[src/rtl/phycw_pkg.sv]
package phycw_pkg;

  localparam logic [15:0] LANE_REG_BASE = 16'h1008;
  localparam logic [15:0] LANE_REG_STEP = 16'h0100;

  typedef enum logic [2:0] {
    ST_IDLE,
    ST_SETTLE,
    ST_PRESENT,
    ST_WAIT_HI,
    ST_WAIT_LO
  } cw_state_e;

  // receive-override register address of a lane
  function automatic logic [15:0] lane_reg_addr(input int lane);
    return LANE_REG_BASE + LANE_REG_STEP * 16'(lane);
  endfunction

  // configuration word: PHY enable, AC/DC termination, termination enable,
  // loss-of-signal threshold, clock-recovery tracking
  function automatic logic [15:0] rx_cfg_word();
    logic [15:0] w;
    w = '0;
    w[11] = 1'b1;
    w[10] = 1'b1;
    w[9]  = 1'b1;
    w[5]  = 1'b1;
    w[0]  = 1'b1;
    return w;
  endfunction

endpackage

[src/rtl/phycw_sync.sv]
module phycw_sync #(
  parameter int W = 2
) (
  input  logic         clk,
  input  logic         rst_n,
  input  logic [W-1:0] din,
  output logic [W-1:0] dout
);
  logic [W-1:0] meta_q, sync_q;

  always_ff @(posedge clk or negedge rst_n) begin
    if (!rst_n) begin
      meta_q <= '0;
      sync_q <= '0;
    end else begin
      meta_q <= din;
      sync_q <= meta_q;
    end
  end

  assign dout = sync_q;
endmodule

[src/rtl/phycw_pacer.sv]
module phycw_pacer #(
  parameter int POLL_CYC   = 500,
  parameter int POLL_LIMIT = 500
) (
  input  logic clk,
  input  logic rst_n,
  input  logic restart,
  output logic tick,
  output logic last
);
  localparam int DIV_W = $clog2(POLL_CYC + 1);
  localparam int CNT_W = $clog2(POLL_LIMIT + 1);

  logic [DIV_W-1:0] div_q;
  logic [CNT_W-1:0] polls_q;

  assign tick = (div_q == DIV_W'(POLL_CYC - 1));
  assign last = (polls_q == CNT_W'(POLL_LIMIT - 1));

  always_ff @(posedge clk or negedge rst_n) begin
    if (!rst_n) begin
      div_q   <= '0;
      polls_q <= '0;
    end else if (restart) begin
      div_q   <= '0;
      polls_q <= '0;
    end else if (tick) begin
      div_q <= '0;
      if (!last) polls_q <= polls_q + 1'b1;
    end else begin
      div_q <= div_q + 1'b1;
    end
  end

  p_poll_bound_r7: assert property (@(posedge clk) disable iff (!rst_n)
    polls_q < CNT_W'(POLL_LIMIT));
endmodule

[src/rtl/phycw_initseq.sv]
module phycw_initseq
  import phycw_pkg::*;
#(
  parameter int NPHY  = 2,
  parameter int NLANE = 4,
  parameter int PHY_W = 1
) (
  input  logic             clk,
  input  logic             rst_n,
  input  logic             load,
  input  logic             adv,
  output logic [PHY_W-1:0] phy,
  output logic [15:0]      addr,
  output logic [15:0]      data,
  output logic             last
);
  localparam int STEPS = NPHY * NLANE;
  localparam int IDX_W = (STEPS > 1) ? $clog2(STEPS) : 1;

  logic [IDX_W-1:0] idx_q;

  always_ff @(posedge clk or negedge rst_n) begin
    if (!rst_n)                idx_q <= '0;
    else if (load)             idx_q <= '0;
    else if (adv && !last)     idx_q <= idx_q + 1'b1;
  end

  assign phy  = PHY_W'(int'(idx_q) / NLANE);
  assign addr = lane_reg_addr(int'(idx_q) % NLANE);
  assign data = rx_cfg_word();
  assign last = (idx_q == IDX_W'(STEPS - 1));
endmodule

[src/rtl/phycw_engine.sv]
module phycw_engine
  import phycw_pkg::*;
#(
  parameter int NPHY       = 2,
  parameter int NLANE      = 4,
  parameter int POLL_CYC   = 500,
  parameter int POLL_LIMIT = 500,
  parameter int SETTLE_CYC = 10,
  localparam int PHY_W     = (NPHY > 1) ? $clog2(NPHY) : 1
) (
  input  logic              clk,
  input  logic              rst_n,
  input  logic              init_start,
  input  logic              wr_req,
  input  logic [PHY_W-1:0]  wr_phy,
  input  logic [15:0]       wr_addr,
  input  logic [15:0]       wr_data,
  input  logic [NPHY-1:0]   phy_ack,
  output logic [NPHY-1:0]   phy_sel,
  output logic [NPHY*16-1:0] phy_addr,
  output logic [NPHY*16-1:0] phy_wdata,
  output logic [NPHY-1:0]   phy_wen,
  output logic              busy,
  output logic              done,
  output logic              warn
);
  localparam int SET_W = $clog2(SETTLE_CYC + 1);

  cw_state_e state_q;
  logic [SET_W-1:0] settle_q;
  logic sel_q, settled_q, init_mode_q, done_q, warn_q;
  logic [PHY_W-1:0] one_phy_q;
  logic [15:0] one_addr_q, one_data_q;

  logic [NPHY-1:0] ack_s;
  logic tick, poll_last, restart;
  logic [PHY_W-1:0] seq_phy, cur_phy;
  logic [15:0] seq_addr, seq_data, cur_addr, cur_data;
  logic seq_last, seq_adv;

  // named internal events
  logic start_init_acc, start_wr_acc, start_acc;
  logic ack_cur, hi_ok, hi_to, lo_ok, lo_to, lo_exit, op_end, hs_active;

  phycw_sync #(.W(NPHY)) u_sync (
    .clk(clk), .rst_n(rst_n), .din(phy_ack), .dout(ack_s)
  );

  phycw_pacer #(.POLL_CYC(POLL_CYC), .POLL_LIMIT(POLL_LIMIT)) u_pacer (
    .clk(clk), .rst_n(rst_n), .restart(restart), .tick(tick), .last(poll_last)
  );

  phycw_initseq #(.NPHY(NPHY), .NLANE(NLANE), .PHY_W(PHY_W)) u_seq (
    .clk(clk), .rst_n(rst_n), .load(start_init_acc), .adv(seq_adv),
    .phy(seq_phy), .addr(seq_addr), .data(seq_data), .last(seq_last)
  );

  assign start_init_acc = (state_q == ST_IDLE) && init_start;
  assign start_wr_acc   = (state_q == ST_IDLE) && wr_req && !init_start;
  assign start_acc      = start_init_acc || start_wr_acc;

  assign cur_phy  = init_mode_q ? seq_phy  : one_phy_q;
  assign cur_addr = init_mode_q ? seq_addr : one_addr_q;
  assign cur_data = init_mode_q ? seq_data : one_data_q;

  assign ack_cur  = ack_s[cur_phy];
  assign hi_ok    = (state_q == ST_WAIT_HI) && tick && ack_cur;
  assign hi_to    = (state_q == ST_WAIT_HI) && tick && !ack_cur && poll_last;
  assign lo_ok    = (state_q == ST_WAIT_LO) && tick && !ack_cur;
  assign lo_to    = (state_q == ST_WAIT_LO) && tick && ack_cur && poll_last;
  assign lo_exit  = lo_ok || lo_to;
  assign seq_adv  = lo_exit && init_mode_q && !seq_last;
  assign op_end   = lo_exit && !(init_mode_q && !seq_last);
  assign restart  = (state_q == ST_PRESENT) || hi_ok || hi_to;
  assign hs_active = (state_q == ST_WAIT_HI) || (state_q == ST_WAIT_LO);

  always_ff @(posedge clk or negedge rst_n) begin
    if (!rst_n) begin
      state_q     <= ST_IDLE;
      settle_q    <= '0;
      sel_q       <= 1'b0;
      settled_q   <= 1'b0;
      init_mode_q <= 1'b0;
      done_q      <= 1'b0;
      warn_q      <= 1'b0;
      one_phy_q   <= '0;
      one_addr_q  <= '0;
      one_data_q  <= '0;
    end else begin
      done_q <= 1'b0;
      case (state_q)
        ST_IDLE: begin
          if (start_acc) begin
            sel_q       <= 1'b1;
            warn_q      <= 1'b0;
            init_mode_q <= start_init_acc;
            state_q     <= settled_q ? ST_PRESENT : ST_SETTLE;
            if (start_wr_acc) begin
              one_phy_q  <= wr_phy;
              one_addr_q <= wr_addr;
              one_data_q <= wr_data;
            end
          end
        end
        ST_SETTLE: begin
          if (settle_q == SET_W'(SETTLE_CYC - 1)) begin
            settled_q <= 1'b1;
            state_q   <= ST_PRESENT;
          end else begin
            settle_q <= settle_q + 1'b1;
          end
        end
        ST_PRESENT: state_q <= ST_WAIT_HI;
        ST_WAIT_HI: begin
          if (hi_ok || hi_to) state_q <= ST_WAIT_LO;
          if (hi_to) warn_q <= 1'b1;
        end
        ST_WAIT_LO: begin
          if (lo_to) warn_q <= 1'b1;
          if (seq_adv) state_q <= ST_PRESENT;
          if (op_end) begin
            state_q <= ST_IDLE;
            done_q  <= 1'b1;
          end
        end
        default: state_q <= ST_IDLE;
      endcase
    end
  end

  for (genvar p = 0; p < NPHY; p++) begin : g_port
    logic mine;
    assign mine                 = (cur_phy == PHY_W'(p));
    assign phy_wen[p]           = mine && (state_q == ST_WAIT_HI);
    assign phy_addr[p*16 +: 16]  = mine ? cur_addr : 16'h0000;
    assign phy_wdata[p*16 +: 16] = mine ? cur_data : 16'h0000;
  end

  assign phy_sel = {NPHY{sel_q}};
  assign busy    = (state_q != ST_IDLE);
  assign done    = done_q;
  assign warn    = warn_q;

  p_one_wen_r5: assert property (@(posedge clk) disable iff (!rst_n)
    $onehot0(phy_wen));
  p_sel_first_r2: assert property (@(posedge clk) disable iff (!rst_n)
    (|phy_wen) |-> (&phy_sel));
  p_hold_r6: assert property (@(posedge clk) disable iff (!rst_n)
    (hs_active && $past(hs_active)) |-> ($stable(cur_addr) && $stable(cur_data)));
  p_drop_on_timeout_r7: assert property (@(posedge clk) disable iff (!rst_n)
    hi_to |=> !(|phy_wen));
  p_done_pulse_r9: assert property (@(posedge clk) disable iff (!rst_n)
    done |=> !done);
  p_done_idle_r9: assert property (@(posedge clk) disable iff (!rst_n)
    done |-> !busy);
  p_warn_keep_r10: assert property (@(posedge clk) disable iff (!rst_n)
    (warn && !start_acc) |=> warn);
endmodule

[config.mk]
export PLATFORM = sky130hd
export DESIGN_NAME = phycw_engine
export DESIGN_NICKNAME = d
export VERILOG_FILES = /design/src/rtl/phycw_pkg.sv /design/src/rtl/phycw_sync.sv /design/src/rtl/phycw_pacer.sv /design/src/rtl/phycw_initseq.sv /design/src/rtl/phycw_engine.sv
export SDC_FILE = /design/constraint.sdc
export NUM_CORES = 1
export LEC_CHECK = 0
export ABC_AREA = 0
export BUFFER_PORTS_ARGS = -buffer_cell sky130_fd_sc_hd__buf_2
export CAP_MARGIN = 10
export CELL_PAD_IN_SITES_DETAIL_PLACEMENT = 2
export CELL_PAD_IN_SITES_GLOBAL_PLACEMENT = 2
export CORE_MARGIN = 5
export CORE_UTILIZATION = 28
export DETAILED_ROUTE_END_ITERATION = 8
export PLACE_DENSITY = 0.82
export SYNTH_ARGS = -nofsm -noshare
export SYNTH_HDL_FRONTEND = slang
export SYNTH_SLANG_ARGS = --single-unit
[constraint.sdc]
create_clock -name clk -period 1.9 [get_ports clk]
set_clock_uncertainty 0.05 [all_clocks]
set_input_delay 0.285 -clock clk [delete_from_list [all_inputs] [get_ports clk]]
set_output_delay 0.285 -clock clk [all_outputs]
set_load 0.02 [all_outputs]
==> run_results.csv <==
group,metric,value,unit
outcome,outcome,"complete, but fails checks",
outcome,violations,"setup timing",
logic_synthesis,synth_area,3530,sq um
cts,cts_buffer_depth,2,
drt,wire_per_inst,21.7,um
run,maxCapViolations,0,
die,coreArea,12500,sq um
drt,vias_per_cell,4.81,
sta,finalMaxSlewViolations,0,
drt,drt_iter0_markers,124,
final_layout,final_util,43.4,%
die,num_rows,41,
global_routing,grt_pass1_wl,19000,um
logic_synthesis,syn_inst,337,
power_and_ir_drop,power_density,1740,nW/um^2
global_routing,grtUsageTotal,16.4,%
logic_synthesis,synth_fp_nets,382,
place,dp_hpwl,8220,um
global_routing,antenna_found_initial,1,
logic_synthesis,syn_avg_cell_area,10.5,sq um
logic_synthesis,synth_warnings,0,
die,initial_utilization,28.3,%
drt,finalWirelength,14400,um
final_layout,design_area,5410,sq um
setup_path,crit_required,2.06,ns
place,io_buffers,109,
final_layout,stdcell_count,661,
drt,route.vias.total,3181,
power_and_ir_drop,ir_drop,0.467,mV
sta,timing.slew.headroom,68.8,%
setup_path,path_class,"flip-flop to flip-flop",
final_layout,most-common-layout-cells,"buf_2 (70), dfrtp_1 (68), buf_4 (39)",
global_routing,grt_pass1_vias,3448,
sta,setup_viol,44,
die,num_io_pins,110,
cts,cts_tree,"done",
cts,clkTransAtPathRegs,0.06,ns
sta,period_needed,2.03,ns
drt,drc,0,
place,preCtsSetupSlack,-0.140,ns
sta,fin_ws,-0.132,ns
logic_synthesis,netlist_top_cells_area,"dfrtp_1 (50%), mux2_2 (10%), and2_1 (8.7%)",
power_and_ir_drop,p_leak,0.00255,uW
cts,cts-buffers-inserted,9,
logic_synthesis,ys_seq_area_share,49.7,%
sta,tns,-1.67,ns
die,die_area,14900,sq um
cts,htree_levels,3,
setup_path,critPathArrivalTime,2.20,ns
setup_path,crit_fanout,3,
place,gp_congestion,0.755,
sta,finalHoldViolCount,0,
drt,drt.antenna.violating_nets,0,
min_path,hold_class,"primary input to flip-flop",
cts,cts_sinks,70,
final_layout,antenna_cells,0,
sta,max_freq,0.492,GHz
setup_path,worst_setup_path_end_kind,"flip-flop",
setup_path,start_kind,"flip-flop",
cts,ctsRootBufferMaster,"clkbuf_16",
logic_synthesis,synth.largest_area_cell,"dfrtp_1",
cts,clk_latency,0.34,ns
logic_synthesis,synth_cell_types,45,
die,die_w,122,um
logic_synthesis,synth_top_area_share,49.7,%
drt,firstDrtPassIters,4,
logic_synthesis,yosys_register_bits,70,
sta,rsz0062_at_grt,"true",
place,dp_cells,626,
sta,worst_pin_slew,0.468,ns
global_routing,grt_max_degree,34,
die,die_y,122,um
sta,post-route-period-util,107,%
final_layout,drive_gt1_share,52.6,%
final_layout,nets,530,
global_routing,grt_overflow,0,
final_layout,layout_commonest_cell,"buf_2",
final_layout,syn_to_final_growth,53.5,%
place,post_dp_cell_area,4430,sq um
where the power goes:
part / internal (uW) / switching [uW] / leakage [uW]
registers: 2030 / 519 / 0.000872
clock network: 1140 / 675 / 0.000155
logic: 2360 / 2710 / 0.00152
routing by layer:
| layer | vias up | GRT usage, % | share of wire (%) |
|---|---|---|---|
| met5 | - | 0 | 0.056 |
| met1 | 1615 | 18.6 | 38 |
| li1 | 1431 | - | - |
| met4 | 2 | 4.13 | 2.3 |
| met3 | 28 | 4.61 | 5.6 |
| met2 | 105 | 30.5 | 54 |
final timing paths:
check / slack (ns) / endpoint / depth (start not counted) / startpoint
max: -0.13 / u_seq.idx_q[1] / 7 / init_mode_q
min: 0.12 / one_data_q[5] / 2 / wr_data[5]
max reg2reg: -0.13 / u_seq.idx_q[1] / 7 / init_mode_q
min reg2reg: 0.32 / u_sync.dout[1] / 0 / u_sync.meta_q[1]
max in group asynchronous: 0.72 / u_seq.idx_q[1] / 3 / rst_n
min in group asynchronous: 0.38 / u_pacer.polls_q[1] / 2 / rst_n
registers in the layout, summed over array words and instances (netlist names):
| name | flops |
|---|---|
| one_data_q | 16 |
| init_mode_q | 1 |
| u_pacer.div_q | 9 |
| u_seq.idx_q | 3 |
| u_sync.dout | 2 |
| settled_q | 1 |
| done | 1 |
| settle_q | 4 |
| one_phy_q | 1 |
| u_sync.meta_q | 2 |
| warn | 1 |
| one_addr_q | 16 |
| u_pacer.polls_q | 9 |
| state_q | 3 |
| sel_q | 1 |
layout make-up:
class	count	area (sq um)
Fill cell	1291	7050
Multi-Input combinational cell	247	1950
Sequential cell	70	1750
Timing Repair Buffer	153	1160
Clock buffer	9	225
Tap cell	172	215
Clock inverter	6	87.6
Inverter	4	15.0
worst max-delay path: stages, from the launching register on:
cell and delay (ns):
dfrtp_1 0.36, buf_4 0.13, mux2i_4 0.30, mux2i_4 0.33, buf_4 0.17, o2111ai_4 0.15
mux2i_1 0.31, nor2_1 0.09
repair_timing:
action,in CTS,in global routing
pin swaps,5,13
buffers inserted,9,4
hold buffers,2,1
resized for setup,62,89
hold endpoints to repair,16,1
setup endpoints to repair,69,78
cloned,3,1
cell families (layout without fill, tap and decap cells):
kind of cell             after synthesis  after routing  synth area share (%)
AO/OA/AOI/OAI                         32             33                  6.10
XOR/XNOR                              14             14                  3.48
adder cells (fa/ha/maj)                6              6                  2.13
buffers and inverters                 21            172                  2.84
flip-flops                            70             70                  49.7
multiplexers                          39             39                  12.7
AND/OR/NAND/NOR                      155            155                  23.1
Yosys cell counts, drive strengths merged:
cell and number:
nand3 8, nand2b 1, nor2b 5, nand4 6, and3b 1, xnor2 5, ha 6, o21bai 1
and3 3, a21oi 6, and2 49, and4 1, clkbuf 9, nand3b 1, inv 4, a31o 2
a22oi 1, a21o 4, o31ai 1, mux2 33, nor4bb 1, o21ai 11, a211oi 2, o21a 2
nor3b 1, nor3 4, nand4bb 1, buf 8, nand2 15, or3 4, xor2 9, mux2i 6
o2111ai 1, a32o 1, nor2 54, dfrtp 70
per-stage QoR:
stage	hold WS [ns]	total power [uW]
3_5_place_dp	0.215	6140
6_report	0.120	9430
2_1_floorplan	-0.0606	4730
5_1_grt	0.116	9930
3_3_place_gp	0.209	5910
4_1_cts	0.00564	8510
Power figures use the tool's default switching activity.
